$ cat src/rtl/mprx_pkg.sv
package mprx_pkg;

  typedef enum logic [1:0] {
    ST_IDLE = 2'd0,
    ST_DATA = 2'd1,
    ST_STOP = 2'd2
  } rx_state_e;

  function automatic logic maj3(input logic a, input logic b, input logic c);
    return (a & b) | (a & c) | (b & c);
  endfunction

endpackage

$ cat src/rtl/mprx_sync.sv
module mprx_sync #(
  parameter int STAGES = 2
) (
  input  logic clk,
  input  logic rst_n,
  input  logic d_in,
  output logic q_out
);

  logic [STAGES-1:0] stg_q;
  logic [STAGES-1:0] stg_d;

  always_comb begin
    stg_d = {stg_q[STAGES-2:0], d_in};
  end

  always_ff @(posedge clk or negedge rst_n) begin
    if (!rst_n) stg_q <= '1;
    else        stg_q <= stg_d;
  end

  assign q_out = stg_q[STAGES-1];

endmodule

$ cat src/rtl/mprx_voter.sv
module mprx_voter #(
  parameter int OVS = 16
) (
  input  logic clk,
  input  logic rst_n,
  input  logic tick,
  input  logic restart,
  input  logic sin,
  output logic strobe,
  output logic vote
);
  import mprx_pkg::*;

  localparam int CW  = $clog2(OVS);
  localparam int MID = OVS / 2;
  localparam logic [CW-1:0] ST_A = CW'(MID - 1);
  localparam logic [CW-1:0] ST_B = CW'(MID);
  localparam logic [CW-1:0] ST_C = CW'(MID + 1);

  logic [CW-1:0] cnt_q, cnt_d;
  logic          sa_q, sa_d, sb_q, sb_d;

  always_comb begin
    cnt_d = cnt_q;
    sa_d  = sa_q;
    sb_d  = sb_q;
    if (restart)   cnt_d = '0;
    else if (tick) cnt_d = cnt_q + 1'b1;
    if (tick && cnt_q == ST_A) sa_d = sin;
    if (tick && cnt_q == ST_B) sb_d = sin;
  end

  always_ff @(posedge clk or negedge rst_n) begin
    if (!rst_n) begin
      cnt_q <= '0;
      sa_q  <= 1'b1;
      sb_q  <= 1'b1;
    end else begin
      cnt_q <= cnt_d;
      sa_q  <= sa_d;
      sb_q  <= sb_d;
    end
  end

  assign strobe = tick && (cnt_q == ST_C);
  assign vote   = maj3(sa_q, sb_q, sin);

endmodule

$ cat src/rtl/mprx_ctrl.sv
module mprx_ctrl #(
  parameter int DW = 8
) (
  input  logic          clk,
  input  logic          rst_n,
  input  logic          tick,
  input  logic          sin,
  input  logic          strobe,
  input  logic          vote,
  input  logic          filt_en,
  input  logic          flag_clr,
  output logic          restart,
  output logic [DW-1:0] rx_data,
  output logic          rx_bit9,
  output logic          rx_done
);
  import mprx_pkg::*;

  localparam int SW = DW + 1;

  rx_state_e     state_q, state_d;
  logic          prev_q, prev_d;
  logic [SW-1:0] shreg_q, shreg_d;
  logic [DW-1:0] data_q, data_d, byte_in;
  logic          bit9_q, bit9_d, done_q, done_d;
  logic          last_shift, deliver;

  // Before the final shift the start bit sits at the top and the first
  // data bit right below it, so the byte is read bit-reversed.
  for (genvar i = 0; i < DW; i++) begin : g_rev
    assign byte_in[i] = shreg_q[DW-1-i];
  end

  always_comb begin
    state_d    = state_q;
    shreg_d    = shreg_q;
    prev_d     = tick ? sin : prev_q;
    restart    = 1'b0;
    last_shift = 1'b0;
    unique case (state_q)
      ST_IDLE: begin
        if (tick && prev_q && !sin) begin
          restart = 1'b1;
          shreg_d = '1;
          state_d = ST_DATA;
        end
      end
      ST_DATA: begin
        if (strobe) begin
          if ((&shreg_q) && vote) begin
            state_d = ST_IDLE;
          end else begin
            shreg_d = {shreg_q[SW-2:0], vote};
            if (!shreg_q[SW-1]) begin
              last_shift = 1'b1;
              state_d    = ST_STOP;
            end
          end
        end
      end
      ST_STOP: begin
        if (strobe) state_d = ST_IDLE;
      end
      default: state_d = ST_IDLE;
    endcase
  end

  always_comb begin
    deliver = last_shift && !done_q && (!filt_en || vote);
    data_d  = deliver ? byte_in : data_q;
    bit9_d  = deliver ? vote : bit9_q;
    if (deliver)       done_d = 1'b1;
    else if (flag_clr) done_d = 1'b0;
    else               done_d = done_q;
  end

  always_ff @(posedge clk or negedge rst_n) begin
    if (!rst_n) begin
      state_q <= ST_IDLE;
      prev_q  <= 1'b1;
      shreg_q <= '1;
      data_q  <= '0;
      bit9_q  <= 1'b0;
      done_q  <= 1'b0;
    end else begin
      state_q <= state_d;
      prev_q  <= prev_d;
      shreg_q <= shreg_d;
      data_q  <= data_d;
      bit9_q  <= bit9_d;
      done_q  <= done_d;
    end
  end

  assign rx_data = data_q;
  assign rx_bit9 = bit9_q;
  assign rx_done = done_q;

endmodule

$ cat src/rtl/mprx_rx.sv
module mprx_rx #(
  parameter int DW          = 8,
  parameter int OVS         = 16,
  parameter int SYNC_STAGES = 2
) (
  input  logic          clk,
  input  logic          rst_n,
  input  logic          tick16,
  input  logic          rxd_in,
  input  logic          filt_en,
  input  logic          flag_clr,
  output logic [DW-1:0] rx_data,
  output logic          rx_bit9,
  output logic          rx_done
);

  logic [1:0] rst_pipe_q;
  logic       rst_int_n;
  logic       sin, restart, strobe, vote;

  always_ff @(posedge clk or negedge rst_n) begin
    if (!rst_n) rst_pipe_q <= 2'b00;
    else        rst_pipe_q <= {rst_pipe_q[0], 1'b1};
  end
  assign rst_int_n = rst_pipe_q[1];

  mprx_sync #(.STAGES(SYNC_STAGES)) u_sync (
    .clk   (clk),
    .rst_n (rst_int_n),
    .d_in  (rxd_in),
    .q_out (sin)
  );

  mprx_voter #(.OVS(OVS)) u_voter (
    .clk     (clk),
    .rst_n   (rst_int_n),
    .tick    (tick16),
    .restart (restart),
    .sin     (sin),
    .strobe  (strobe),
    .vote    (vote)
  );

  mprx_ctrl #(.DW(DW)) u_ctrl (
    .clk      (clk),
    .rst_n    (rst_int_n),
    .tick     (tick16),
    .sin      (sin),
    .strobe   (strobe),
    .vote     (vote),
    .filt_en  (filt_en),
    .flag_clr (flag_clr),
    .restart  (restart),
    .rx_data  (rx_data),
    .rx_bit9  (rx_bit9),
    .rx_done  (rx_done)
  );

endmodule

$ cat config.mk
export PLATFORM = sky130hd
export DESIGN_NAME = mprx_rx
export DESIGN_NICKNAME = d
export VERILOG_FILES = /design/src/rtl/mprx_pkg.sv /design/src/rtl/mprx_sync.sv /design/src/rtl/mprx_voter.sv /design/src/rtl/mprx_ctrl.sv /design/src/rtl/mprx_rx.sv
export SDC_FILE = /design/constraint.sdc
export NUM_CORES = 1
export LEC_CHECK = 0
export BUFFER_PORTS_ARGS = -buffer_cell sky130_fd_sc_hd__buf_2
export CAP_MARGIN = 20
export CORE_MARGIN = 5
export CORE_UTILIZATION = 40
export CTS_CLUSTER_DIAMETER = 200
export DETAILED_ROUTE_END_ITERATION = 6
export SLEW_MARGIN = 20
export SYNTH_ARGS = -nofsm -noshare
export SYNTH_HDL_FRONTEND = slang
export SYNTH_HIERARCHICAL = 1
export SYNTH_SLANG_ARGS = --single-unit
$ cat constraint.sdc
create_clock -name clk -period 0.96 [get_ports clk]
set_clock_uncertainty 0.05 [all_clocks]
set_input_delay 0.096 -clock clk [delete_from_list [all_inputs] [get_ports clk]]
set_output_delay 0.096 -clock clk [all_outputs]
set_load 0.005 [all_outputs]
### Yosys cells after proc, flatten, opt, wreduce, memory -nomap -nowiden

Cells that the tools add are included.

| word-level totals | value |
|---|---|
| bits in registers | 32 |
| bits in latches | 0 |
| bits in writable memories | 0 |
| ROM bits | 0 |
| bits of input ports | 6 |
| logic and storage cells | 66 |
| memories | 0 |

| cells by class | value |
|---|---|
| $add $sub $neg | 1 |
| multipliers | 0 |
| div/mod/pow operators | 0 |
| order comparisons | 0 |
| equal/unequal tests | 10 |
| shift operators | 0 |
| muxes and demuxes | 20 |
| bitwise gates (word level) | 5 |
| reduce and logical (&&, ||, !) cells | 19 |

Operators with widths:

| kind | count |
|---|---|
| 2-to-1 mux 9 bit | 3 |
| case mux 9 bit (2 select lines) | 1 |
| 2-to-1 mux 2 bit | 5 |
| AND reduction 9 bit | 1 |
| == test 4 bit, second input constant | 2 |
| logical AND 1 bit | 8 |
| 2-to-1 mux 1 bit | 8 |
| 2-to-1 mux 4 bit | 2 |
| AND reduction 4 bit | 2 |
| inequality test 2 bit, second input constant | 3 |
| case mux 2 bit (3 select lines) | 1 |
| nonzero test 2 bit | 3 |
| adder 4 x 1 -> 4 bit, second input constant | 1 |
| == test 4 x 3 -> 1 bit, second input constant | 1 |
| AND 1 bit | 3 |
| logical NOT 1 bit | 3 |
| inequality test 3 bit, second input constant | 1 |
| == test 2 x 1 -> 1 bit, second input constant | 1 |
| == test 2 bit, second input constant | 1 |
| logical NOT 2 bit | 1 |
| inequality test 2 x 1 -> 1 bit, second input constant | 1 |
| OR 1 bit | 2 |
| logical OR 1 bit | 1 |

### Longest topological paths before layout

Gate-level depths: netlist (run 1).

| depth | value |
|---|---|
| depth after elaboration | 10 |
| depth in mapped cells | 7 |

### Hierarchy

The synthesis (run 1) kept the hierarchy.

By module, submodules not included:

| module | instances | cells an instance | area each (sq um) |
|---|---|---|---|
| mprx_ctrl | 1 | 80 | 975.9 |
| mprx_voter | 1 | 29 | 360.3 |
| mprx_rx | 1 | 3 | 53.8 |
| mprx_sync | 1 | 2 | 52.6 |

### Worst setup path before layout (run 1)

Ideal clock, no wire load.

| path | value |
|---|---|
| kind | reg2reg |
| from | register u_voter.cnt_q[1] |
| to | register u_ctrl.bit9_q (netlist: u_ctrl/rx_bit9) |
| setup time | 0.125 ns |
| data arrival time | 1.838 ns |
| data required time | 0.785 ns |
| slack | -1.053 ns |
| cell stages (with the launch flop) | 7 |
| buffers on the path | 0 |
| clock period less this slack | 2.013 ns |
| cells stage by stage | dfrtp_1 > inv_1 > ha_1 > and4b_2 > nand2_1 > a2111oi_4 > mux2_2 |

| between the ends | value |
|---|---|
| cells in the longest elaborated chain, start to end | 6 |

RTL lines:

| what | line | source |
|---|---|---|
| start: declaration | mprx_voter.sv:20 | `logic [CW-1:0] cnt_q, cnt_d;` |
| start signal: assignment | mprx_voter.sv:39 | `cnt_q <= cnt_d;` |
| == test 4 bit | mprx_voter.sv:45 | `assign strobe = tick && (cnt_q == ST_C);` |
| logical AND 1 bit | mprx_voter.sv:45 |  |
| via strobe | mprx_rx.sv:19 | `logic sin, restart, strobe, vote;` |
| 2-to-1 mux 1 bit | mprx_ctrl.sv:49 | `if (strobe) begin` |
| 2-to-1 mux 1 bit | mprx_ctrl.sv:40 | `unique case (state_q)` |
| logical AND 1 bit (2 in series) | mprx_ctrl.sv:69 | `deliver = last_shift && !done_q && (!filt_en \|\| vote);` |
| end signal: assignment | mprx_ctrl.sv:90 | `bit9_q <= bit9_d;` |
| end: declaration | mprx_ctrl.sv:25 | `logic bit9_q, bit9_d, done_q, done_d;` |

The timed path passes the listed nets, and every way through them passes these cells.
A chain may end at the register's enable or synchronous reset.

### Worst setup path in the final report (run 1)

| path | value |
|---|---|
| from | register u_voter.cnt_q[1] |
| to | register u_ctrl.data_q[0] (netlist: u_ctrl/rx_data[0]) |

| between the ends | value |
|---|---|
| cells in the longest elaborated chain, start to end | 6 |

RTL lines:

| what | line | source |
|---|---|---|
| == test 4 bit | mprx_voter.sv:45 |  |
| logical AND 1 bit | mprx_voter.sv:45 |  |
| via strobe | mprx_rx.sv:19 |  |
| 2-to-1 mux 1 bit | mprx_ctrl.sv:49 |  |
| 2-to-1 mux 1 bit | mprx_ctrl.sv:40 |  |
| logical AND 1 bit (2 in series) | mprx_ctrl.sv:69 |  |
| end signal: assignment | mprx_ctrl.sv:89 | `data_q <= data_d;` |
| end: declaration | mprx_ctrl.sv:24 | `logic [DW-1:0] data_q, data_d, byte_in;` |

The timed path passes the listed nets, and every way through them passes these cells.

==> Flow_metrics.wiki, run 1 <==
{| class="wikitable"
! Metric !! Value
|-
| Run status || complete, but fails checks
|-
| Violations in the final reports || setup timing
|-
| Final hold vios || 0
|-
| Layout net count || 184
|-
| Total of buffers placed on input and output ports || 15
|-
| Final period util || 1.966
|-
| Number of nets in the synthesized netlist || 123
|-
| Number of DRC markers in iteration 0 || 37
|-
| Fraction of synthesized cell area taken by the top area cell type || 0.3122
|-
| Area of the die || 4908 µm²
|-
| Largest net degree at the start of global routing || 18
|-
| Horizontal die dimension || 70.06 µm
|-
| IR Drop Worst-Case VDD || 0.001413 V
|-
| Reg-to-reg critical path endpoint || u_ctrl/rx_data[0]
|-
| Worst min path class || reg2async
|-
| Clock tree from TritonCTS || yes
|-
| Syn Std Cell Area || 1443 µm²
|-
| Total of warnings raised by yosys || 6
|-
| Setup total negative slack || -19690 ps
|-
| Post-route setup slack || -927.3 ps
|-
| IO Pins || 16
|-
| Main synth FF type || sky130_fd_sc_hd__dfrtp_1
|-
| Worst-case clock buffer depth || 2
|-
| Sequential Area || 820.8 µm²
|-
| Number of buffers created by CTS || 5
|-
| Pwr/cell area || 2578 nW/µm²
|-
| Total placed cells including tap cells || 205
|-
| Launch point of the worst reg-to-reg path || u_voter/cnt_q[1]
|-
| Portion of the post-synthesis area used by sequential elements || 0.5672
|-
| Number of levels in the clock H-tree || 2
|-
| Area taken by multi-input logic gates || 681.9 µm²
|-
| Number of filler cells placed in the layout || 296
|-
| Area delta synth->final || 46.31%
|-
| Synth unique cells || 33
|-
| Slack of the worst reg-to-reg path || -930 ps
|-
| Synthesized area per cell || 12.65 µm²
|-
| Wire length per cell || 14.49 µm
|-
| Net Sw Power || 1.788 mW
|-
| Number of antenna violations at the first check in global routing || 0
|-
| Number of max-slew violations in the final report || 0
|-
| Proportion of power drawn by combinational gates || 0.458
|-
| Top area cells in the synthesized netlist || sky130_fd_sc_hd__dfrtp_1 (31%), sky130_fd_sc_hd__dfstp_2 (25%), sky130_fd_sc_hd__mux2_2 (7.8%)
|-
| Library cell with the largest summed area after synthesis || sky130_fd_sc_hd__dfrtp_1
|-
| Switching Fraction || 0.3287
|-
| DPL Wire Length || 2147 µm
|-
| Critical-path maximum fanout || 10
|-
| Internal power || 3.652 mW
|-
| Worst path required time || 1130 ps
|-
| Post-route DRC || 0
|-
| Total via count after detailed routing || 1034
|-
| Maximum clock frequency || 529.9 MHz
|-
| Endpoints failing setup || 37
|-
| Clock power frac || 0.163
|-
| Data arrival time of the critical path || 2060 ps
|-
| Remaining number of nets flagged by the antenna check after routing || 0
|-
| FF-to-FF path depth || 7
|-
| Reg power frac || 0.379
|-
| Router iterations before antenna repair || 4
|-
| Wire length of the first global-routing pass || 5499 µm
|-
| Startpoint-to-endpoint class of the critical path || reg2reg
|-
| Count of clock tree sinks || 32
|-
| Number of cells in the finished layout apart from fillers || 222
|-
| Top cells by count, synth || sky130_fd_sc_hd__dfrtp_1 (18), sky130_fd_sc_hd__dfstp_2 (14), sky130_fd_sc_hd__nor2_1 (14), sky130_fd_sc_hd__inv_1 (13), sky130_fd_sc_hd__mux2_2 (10)
|-
| Vias in the first global route || 1136
|-
| Overflow after GRT || 0
|-
| Starting density of the core || 0.4223
|-
| Final Wtd Congestion || 0.8504
|-
| Die height || 70.06 µm
|-
| Antenna diode instance count || 0
|-
| Number of instances in the synthesized netlist || 114
|-
| Max-capacitance violation count || 0
|-
| Startpoint class of the critical path || flop
|-
| Synth Register Bits || 32
|-
| Fraction of final layout cells sized beyond drive strength 1 || 0.6250
|-
| Rows || 21
|-
| Period minus WS final || 1887 ps
|-
| Wire length reported by the detailed router || 3217 µm
|-
| Average via count per standard cell || 4.658
|-
| Most common cell in the synthesized netlist || sky130_fd_sc_hd__dfrtp_1
|-
| Core area || 3416 µm²
|-
| Clock Root Buffer || sky130_fd_sc_hd__clkbuf_4
|-
| Clock latency of the later-clocked register in the worst-skew pair || 340 ps
|-
| Number of enable flip-flop cells after synthesis || 0
|-
| Clock slew at reported path FFs || 100 ps
|-
| Async set or reset register ratio after synthesis || 1.000
|-
| Kind of end point of the critical path || flop
|-
| Fraction of the core area covered by cells at the end of the flow || 0.6179
|-
| Global router's overall resource usage || 0.1479
|-
| Static Leakage || 1.037 nW
|-
| RSZ-0062 raised after global routing || true
|}
worst max-delay path: stages (launching register included):
cell and delay (ps):
sky130_fd_sc_hd__dfrtp_1 400, sky130_fd_sc_hd__inv_2 60, sky130_fd_sc_hd__ha_1 120, sky130_fd_sc_hd__and4b_2 270, sky130_fd_sc_hd__nand2_2 100, sky130_fd_sc_hd__a2111oi_4 220, sky130_fd_sc_hd__buf_6 210, sky130_fd_sc_hd__mux2_2 340
final cells by class:
cell class              instances  share of cell area
repair buffers                 56              0.2051
flip-flops and latches         32              0.3889
inverters                      13             0.02312
clock buffers                   8             0.03260
multi-input cells              67              0.3231
well taps                      46             0.02727
stage by stage:
stage	setup slack (ps)	hold WS (ps)	area (µm²)	power [mW]
floorplan	-958.6	-249.6	1496	3.193
global placement	-857.0	-170.0	1854	4.053
detailed placement	-916.8	-167.9	1854	4.152
CTS	-931.7	156.0	2054	5.286
global route	-1000	187.8	2111	5.820
finish	-927.3	151.6	2111	5.441
registers in the layout, summed over array words and instances, names as in the netlist:
name            cells
rst_pipe_q          2
u_ctrl/prev_q       1
u_ctrl/rx_bit9      1
u_ctrl/rx_data      8
u_ctrl/rx_done      1
u_ctrl/shreg_q      9
u_ctrl/state_q      2
u_sync/stg_q        2
u_voter/cnt_q       4
u_voter/sa_q        1
u_voter/sb_q        1
power by group through the flow:
stage                     sequential [mW]  combinational (mW)  clock [mW]
after floorplan                      2.17                1.02           0
after global placement               2.06                2.00           0
after detailed placement             2.08                2.07           0
after CTS                            2.07                2.30       0.919
after global routing                 2.11                2.71       0.997
final                                2.06                2.49       0.888
layer usage:
layer,GRT usage,vias to the layer above,wire length (µm),part of all wire
met3,0.05022,4,139,0.043
met4,0.07660,0,51,0.016
met5,0,-,0,0
met2,0.2329,20,1583,0.49
met1,0.1784,506,1443,0.45
li1,-,504,-,-
worst max-delay path by stage:
stage / slack, ps / cells past startpoint / to / from
floorplan: -960 / 6 / u_ctrl/rx_bit9 / u_voter/cnt_q[1]
global placement: -860 / 7 / u_ctrl/rx_data[2] / u_voter/cnt_q[1]
detailed placement: -920 / 7 / u_ctrl/rx_data[5] / u_voter/cnt_q[1]
CTS: -930 / 7 / u_ctrl/rx_data[0] / u_voter/cnt_q[1]
global route: -1000 / 7 / u_ctrl/rx_data[3] / u_voter/cnt_q[1]
finish: -930 / 7 / u_ctrl/rx_data[0] / u_voter/cnt_q[1]
cell usage in the layout (no fill, tap or decap), types with 4 or more instances in the layout:
cell type,Yosys,routed
sky130_fd_sc_hd__dlygate4sd3_1,0,4
sky130_fd_sc_hd__dfrtp_1,18,16
sky130_fd_sc_hd__mux2_2,10,10
sky130_fd_sc_hd__buf_6,1,10
sky130_fd_sc_hd__buf_4,0,28
sky130_fd_sc_hd__buf_2,0,14
sky130_fd_sc_hd__inv_1,13,10
sky130_fd_sc_hd__mux2i_1,9,7
sky130_fd_sc_hd__clkbuf_4,0,5
sky130_fd_sc_hd__dfstp_2,14,14
sky130_fd_sc_hd__nor2_1,14,12
repair_timing:
action,4_1_cts,5_1_grt
pin swaps,9,5
setup buffers,6,3
setup endpoints to repair,37,37
hold endpoints to repair,4,0
hold buffers,4,0
gates resized for setup,15,11
logic make-up (layout without fill, tap and decap cells):
kind of cell	count (synthesis)	in the layout	synth area share
xor+xnor	1	1	0.006072
buf+inv	15	77	0.04423
compound gates	11	11	0.06938
fa+ha+maj	4	4	0.03296
simple gates	28	28	0.1084
other cells	1	1	0.002599
flops	32	32	0.5672
mux	22	22	0.1691
(Power assumes the default switching activity.)
==> inputs of run 2 (changes only) <==
- GPL_ROUTABILITY_DRIVEN: unset -> 0
- PLACE_DENSITY: unset -> 0.7
==> run 2 against run 1 <==
Sequential share of layout area shrank 1.5 points. Largest power group unchanged. Critical path depth unchanged. The flow still finishes with violations (setup timing). Non-clock buffer count up 7. Hold slack got worse by 120 ps. Utilization is 2.5 points higher. Sequential power barely moved. First-iteration DRC count is 16% lower.
==> Flow_metrics.wiki, run 2 (same netlist as run 1, synthesis figures left out) <==
{| class="wikitable"
! Metric !! Value
|-
| Run status || complete, but fails checks
|-
| Violations in the final reports || setup timing
|-
| Leading cell types in the layout, fill and taps excluded || sky130_fd_sc_hd__buf_4 (35), sky130_fd_sc_hd__dfrtp_1 (16), sky130_fd_sc_hd__buf_2 (14), sky130_fd_sc_hd__dfstp_2 (14), sky130_fd_sc_hd__inv_1 (11)
|-
| Worst min path class || in2async
|-
| Startpoint-to-endpoint class of the critical path || reg2reg
|-
| Final period util || 1.968 (+0.002439)
|-
| Post-route cell area || 2195 µm² (+4.0%)
|-
| Antenna diode instance count || 0 (unchanged)
|-
| Global router's overall resource usage || 0.1393 (-0.008533)
|-
| Count of clock tree sinks || 32 (unchanged)
|-
| Sequential Area || 820.8 µm² (unchanged)
|-
| Kind of end point of the critical path || flop
|-
| Layout net count || 191 (+3.8%)
|-
| Max reg flops || 9 (unchanged)
|-
| Maximum clock frequency || 529.2 MHz (-0.12%)
|-
| Clock slew at reported path FFs || 100 ps (about the same)
|-
| Vias in the first global route || 1210 (+6.5%)
|-
| Number of cells in the finished layout apart from fillers || 229 (+3.2%)
|-
| Worst-case clock buffer depth || 2 (unchanged)
|-
| Worst path top cell family by delay || flip-flops
|-
| Overflow after GRT || 0 (unchanged)
|-
| Cell type of the slowest stage on the worst timing path || sky130_fd_sc_hd__dfrtp_1
|-
| DPL Wire Length || 2108 µm (-1.8%)
|-
| Max-capacitance violation count || 0 (unchanged)
|-
| Wire length of the first global-routing pass || 5437 µm (-1.1%)
|-
| Clock Root Buffer || sky130_fd_sc_hd__clkbuf_4
|-
| Die height || 70.06 µm (unchanged)
|-
| Wire length reported by the detailed router || 3403 µm (+5.8%)
|-
| Reg-to-reg critical path endpoint || u_ctrl/rx_data[0]
|-
| Number of buffers created by CTS || 5 (unchanged)
|-
| Core area || 3416 µm² (unchanged)
|-
| IR Drop Worst-Case VDD || 0.001375 V (-2.7%)
|-
| Crit path largest cell delay || 400 ps (about the same)
|-
| Horizontal die dimension || 70.06 µm (unchanged)
|-
| Area delta synth->final || 52.12%
|-
| Worst path bufs/invs || 2 (unchanged)
|-
| Rows || 21 (unchanged)
|-
| Most common cell after layout, fill and taps aside || sky130_fd_sc_hd__buf_4
|-
| Clock latency of the later-clocked register in the worst-skew pair || 320 ps (-20 ps)
|-
| Slack of the worst reg-to-reg path || -930 ps (about the same)
|-
| Area of the die || 4908 µm² (unchanged)
|-
| IO Pins || 16 (unchanged)
|-
| Number of antenna violations at the first check in global routing || 0 (unchanged)
|-
| Number of DRC markers in iteration 0 || 31 (-16%)
|-
| Total via count after detailed routing || 1113 (+7.6%)
|-
| RSZ-0062 raised after global routing || true
|-
| Fraction of final layout cells sized beyond drive strength 1 || 0.6503 (+0.02527)
|-
| Total placed cells including tap cells || 205 (unchanged)
|-
| FF-to-FF path depth || 7 (unchanged)
|-
| Remaining number of nets flagged by the antenna check after routing || 0 (unchanged)
|-
| Crit path cell chain || inv_2 > ha_4 > and4b_2 > nand2_2 > a2111oi_4 > buf_4 > mux2_2
|-
| Startpoint class of the critical path || flop
|-
| Fraction of the core area covered by cells at the end of the flow || 0.6425 (+0.02454)
|-
| Pwr/cell area || 2544 nW/µm² (-1.3%)
|-
| Critical-path maximum fanout || 5 (-5)
|-
| Placed Area || 1867 µm² (+0.67%)
|-
| Register bank with the most flops || u_ctrl/shreg_q
|-
| Final hold vios || 0 (unchanged)
|-
| Period minus WS final || 1890 ps (+2.341 ps)
|-
| Area taken by multi-input logic gates || 701.9 µm² (+2.9%)
|-
| Number of levels in the clock H-tree || 2 (unchanged)
|-
| Router iterations before antenna repair || 4 (unchanged)
|-
| Number of filler cells placed in the layout || 253 (-15%)
|-
| Data arrival time of the critical path || 2060 ps (about the same)
|-
| Post-route setup slack || -929.6 ps (-2.341 ps)
|-
| Largest net degree at the start of global routing || 31 (+13)
|-
| Average via count per standard cell || 4.860 (+4.3%)
|-
| Total power of the final layout || 5.583 mW (+2.6%)
|-
| Static Leakage || 1.086 nW (+4.8%)
|-
| Clock tree from TritonCTS || yes
|-
| Post-route DRC || 0 (unchanged)
|-
| Starting density of the core || 0.4223 (unchanged)
|-
| Endpoints failing setup || 38 (+2.7%)
|-
| Worst path required time || 1130 ps (about the same)
|-
| Launch point of the worst reg-to-reg path || u_voter/cnt_q[1]
|-
| Total of buffers placed on input and output ports || 15 (unchanged)
|-
| Wire length per cell || 14.86 µm (+2.5%)
|-
| Number of max-slew violations in the final report || 0 (unchanged)
|}
==> run 2: changes by cell type in the layout (fill, tap and decap cells not counted), sizes merged <==
cell,previous run,this run
buf,52,60
clkbuf,8,6
clkinv,0,2
dlygate4sd3,4,3
==> run 2: where the power goes <==
group	internal, mW	switching, mW
Clock	0.348	0.441
Combinational	1.53	1.18
Sequential	1.84	0.247
Total	3.72	1.86
==> run 2: worst max-delay path by stage <==
stage | cells after the start | slack (ps) | from | endpoint
5_1_grt | 7 | -1020 | u_voter/cnt_q[1] | u_ctrl/rx_data[0]
4_1_cts | 7 | -880 | u_voter/cnt_q[1] | u_ctrl/rx_data[3]
3_5_place_dp | 7 | -920 | u_voter/cnt_q[1] | u_ctrl/rx_data[3]
6_report | 7 | -930 | u_voter/cnt_q[1] | u_ctrl/rx_data[0]
2_1_floorplan | 6 | -960 | u_voter/cnt_q[1] | u_ctrl/rx_bit9
3_3_place_gp | 7 | -850 | u_voter/cnt_q[1] | u_ctrl/rx_data[1]
==> run 2: per-stage QoR <==
stage / hold WS (ps) / setup TNS [ps] / setup WS, ps
after global routing: 13.95 / -22440 / -1019
after CTS: 4.716 / -19280 / -884.4
after floorplan: -249.6 / -17630 / -958.6
final: 34.19 / -19840 / -929.6
after detailed placement: -167.8 / -20160 / -922.8
after global placement: -169.4 / -18700 / -846.4
==> run 2: final cells by class <==
cell class | count | share of cell area
Clock inverter | 2 | 0.004561
Tap cell | 46 | 0.02623
Sequential cell | 32 | 0.3740
Timing Repair Buffer | 63 | 0.2298
Clock buffer | 6 | 0.02338
Multi-Input combinational cell | 67 | 0.3198
Inverter | 13 | 0.02223
==> run 2: routing by layer <==
layer  global-route usage  routed length (µm)  vias up
li1                     -                   -      524
met1               0.1637                1503      558
met2               0.2350                1685       22
met3              0.03587                 115        9
met4              0.06809                  99        0
met5                    0                   0        -
==> run 2: repair_timing <==
action,in CTS,in global routing
endpoints found under the setup margin,37,37
resized for setup,17,17
buffers inserted,9,7
pin swaps,8,2
hold endpoints to repair,4,0
hold buffers,3,0
cloned,0,1
==> inputs of run 3 (changes only) <==
- HOLD_SLACK_MARGIN: unset -> 0.08
==> run 3 against run 2 <==
The run still ends with setup timing left. Sequential share of layout area fell by 0.17 points. Cell area grew 0.46%. Sequential power about the same. Critical endpoint unchanged.
==> Flow_metrics.wiki, run 3 (same netlist as run 1, synthesis figures left out) <==
{| class="wikitable"
! Metric !! Value
|-
| Clock power frac || 0.141 (about the same)
|-
| Post-route DRC || 0 (unchanged)
|-
| Crit path cell chain || inv_2 > ha_4 > and4b_2 > nand2_2 > a2111oi_4 > buf_4 > mux2_2
|-
| Overflow after GRT || 0 (unchanged)
|-
| Number of buffers created by CTS || 5 (unchanged)
|-
| Worst path top cell family by delay || flip-flops
|-
| Startpoint-to-endpoint class of the critical path || reg2reg
|-
| Post-route setup slack || -929.2 ps (+0.3860 ps)
|-
| Clock tree from TritonCTS || yes
|-
| Max-capacitance violation count || 0 (unchanged)
|-
| Startpoint class of the critical path || flop
|-
| Worst path required time || 1130 ps (about the same)
|-
| Fraction of final layout cells sized beyond drive strength 1 || 0.6467 (-0.003534)
|-
| Number of antenna violations at the first check in global routing || 0 (unchanged)
|-
| Logic depth of the worst setup path including buffers || 7 (unchanged)
|-
| Number of DRC markers in iteration 0 || 39 (+26%)
|-
| Remaining number of nets flagged by the antenna check after routing || 0 (unchanged)
|-
| Period minus WS final || 1889 ps (-0.3860 ps)
|-
| Final hold vios || 0 (unchanged)
|-
| Register bank with the most flops || u_ctrl/shreg_q
|-
| Area taken by multi-input logic gates || 701.9 µm² (unchanged)
|-
| Violations in the final reports || setup timing
|-
| Worst path bufs/invs || 2 (unchanged)
|-
| Number of max-slew violations in the final report || 0 (unchanged)
|-
| Antenna diode instance count || 0 (unchanged)
|-
| Run status || complete, but fails checks
|-
| Switching Fraction || 0.3334 (about the same)
|-
| FF-to-FF path depth || 7 (unchanged)
|-
| Most common cell after layout, fill and taps aside || sky130_fd_sc_hd__buf_4
|-
| Horizontal die dimension || 70.06 µm (unchanged)
|-
| Total placed cells including tap cells || 205 (unchanged)
|-
| Vias in the first global route || 1210 (unchanged)
|-
| Clock Root Buffer || sky130_fd_sc_hd__clkbuf_4
|-
| Cell type of the slowest stage on the worst timing path || sky130_fd_sc_hd__dfrtp_1
|-
| Global router's overall resource usage || 0.1393 (unchanged)
|-
| DPL Wire Length || 2108 µm (unchanged)
|-
| Total via count after detailed routing || 1113 (unchanged)
|-
| Wire length of the first global-routing pass || 5437 µm (unchanged)
|-
| Max reg flops || 9 (unchanged)
|-
| Final period util || 1.968 (about the same)
|-
| Proportion of power drawn by combinational gates || 0.485 (about the same)
|-
| Data arrival time of the critical path || 2060 ps (about the same)
|-
| Sequential Area || 820.8 µm² (unchanged)
|-
| Layout net count || 192 (+0.52%)
|-
| Endpoints failing setup || 38 (unchanged)
|-
| Worst-case clock buffer depth || 2 (unchanged)
|-
| Kind of end point of the critical path || flop
|-
| Wire length reported by the detailed router || 3400 µm (about the same)
|-
| Maximum clock frequency || 529.3 MHz (about the same)
|-
| Net Sw Power || 1.861 mW (about the same)
|-
| Setup total negative slack || -19830 ps (+6.700 ps)
|-
| Area of the die || 4908 µm² (unchanged)
|-
| Leading cell types in the layout, fill and taps excluded || sky130_fd_sc_hd__buf_4 (35), sky130_fd_sc_hd__dfrtp_1 (16), sky130_fd_sc_hd__buf_2 (14), sky130_fd_sc_hd__dfstp_2 (14), sky130_fd_sc_hd__inv_1 (11)
|-
| Router iterations before antenna repair || 4 (unchanged)
|-
| Fraction of the core area covered by cells at the end of the flow || 0.6454 (+0.002930)
|-
| Total power of the final layout || 5.584 mW (about the same)
|-
| IO Pins || 16 (unchanged)
|-
| IR Drop Worst-Case VDD || 0.001375 V (about the same)
|-
| Pwr/cell area || 2533 nW/µm² (-0.43%)
|-
| Static Leakage || 1.091 nW (+0.38%)
|-
| Area delta synth->final || 52.82%
|-
| Number of filler cells placed in the layout || 252 (-0.40%)
|-
| Total of buffers placed on input and output ports || 15 (unchanged)
|-
| Core area || 3416 µm² (unchanged)
|-
| Wire length per cell || 14.78 µm (-0.52%)
|-
| Count of clock tree sinks || 32 (unchanged)
|-
| Starting density of the core || 0.4223 (unchanged)
|-
| Average via count per standard cell || 4.839 (-0.43%)
|-
| Number of levels in the clock H-tree || 2 (unchanged)
|-
| Worst min path class || reg2async
|-
| Rows || 21 (unchanged)
|-
| Reg power frac || 0.374 (about the same)
|-
| Internal power || 3.723 mW (about the same)
|-
| Clock slew at reported path FFs || 100 ps (about the same)
|-
| RSZ-0062 raised after global routing || true
|-
| Largest net degree at the start of global routing || 31 (unchanged)
|-
| Die height || 70.06 µm (unchanged)
|-
| Number of cells in the finished layout apart from fillers || 230 (+0.44%)
|-
| Critical-path maximum fanout || 5 (unchanged)
|-
| Crit path largest cell delay || 400 ps (about the same)
|-
| Hold slack || 178.9 ps (+144.7 ps)
|-
| Clock latency of the later-clocked register in the worst-skew pair || 320 ps (about the same)
|}
[run 3: cell types whose count changed in the layout (fill, tap and decap cells not counted)]
cell,before,now
sky130_fd_sc_hd__dlygate4sd3_1,3,4
[run 3: final cells by class]
| type | instances | share of cell area |
|---|---|---|
| inverters | 13 | 0.02213 |
| clock inverters | 2 | 0.004540 |
| well taps | 46 | 0.02611 |
| multi-input cells | 67 | 0.3184 |
| flip-flops and latches | 32 | 0.3723 |
| repair buffers | 64 | 0.2333 |
| clock buffers | 6 | 0.02327 |
[run 3: per-stage QoR]
step	instance area, µm²	setup WS [ps]
6_report	2205	-929.2
3_5_place_dp	1867	-922.8
5_1_grt	2205	-1019
3_3_place_gp	1867	-846.4
2_1_floorplan	1496	-958.6
4_1_cts	2097	-884.4
[run 3: routing by layer]
layer	track usage	vias up	wire (µm)
li1	-	526	-
met4	0.06809	0	99
met3	0.03587	9	117
met5	0	-	0
met1	0.1637	554	1500
met2	0.2350	24	1684
[run 3: power groups by stage]
stage          combinational [mW]  clock, mW  sequential (mW)
2_1_floorplan                1.02          0             2.17
3_3_place_gp                 1.99          0             2.06
3_5_place_dp                 2.08          0             2.08
4_1_cts                      2.38      0.825             2.07
5_1_grt                      2.91      0.879             2.13
6_report                     2.71      0.789             2.09
[run 3: path summary, 6_finish.rpt]
check	from	to	slack, ps
min	rst_pipe_q[1]	u_ctrl/state_q[1]	180
max	u_voter/cnt_q[1]	u_ctrl/rx_data[0]	-930
max reg2reg	u_voter/cnt_q[1]	u_ctrl/rx_data[0]	-930
min reg2reg	rst_pipe_q[1]	u_ctrl/state_q[1]	180
max in group asynchronous	rst_n	rst_pipe_q[1]	160
min in group clk	tick16	u_ctrl/prev_q	200
[run 3: what timing repair did]
item / CTS / global route
endpoints found under the setup margin: 37 / 37
setup buffers: 9 / 7
pin swaps: 8 / 2
hold buffers: 4 / 0
gates resized for setup: 17 / 17
gates cloned: 0 / 1
hold endpoints to repair: 4 / 0
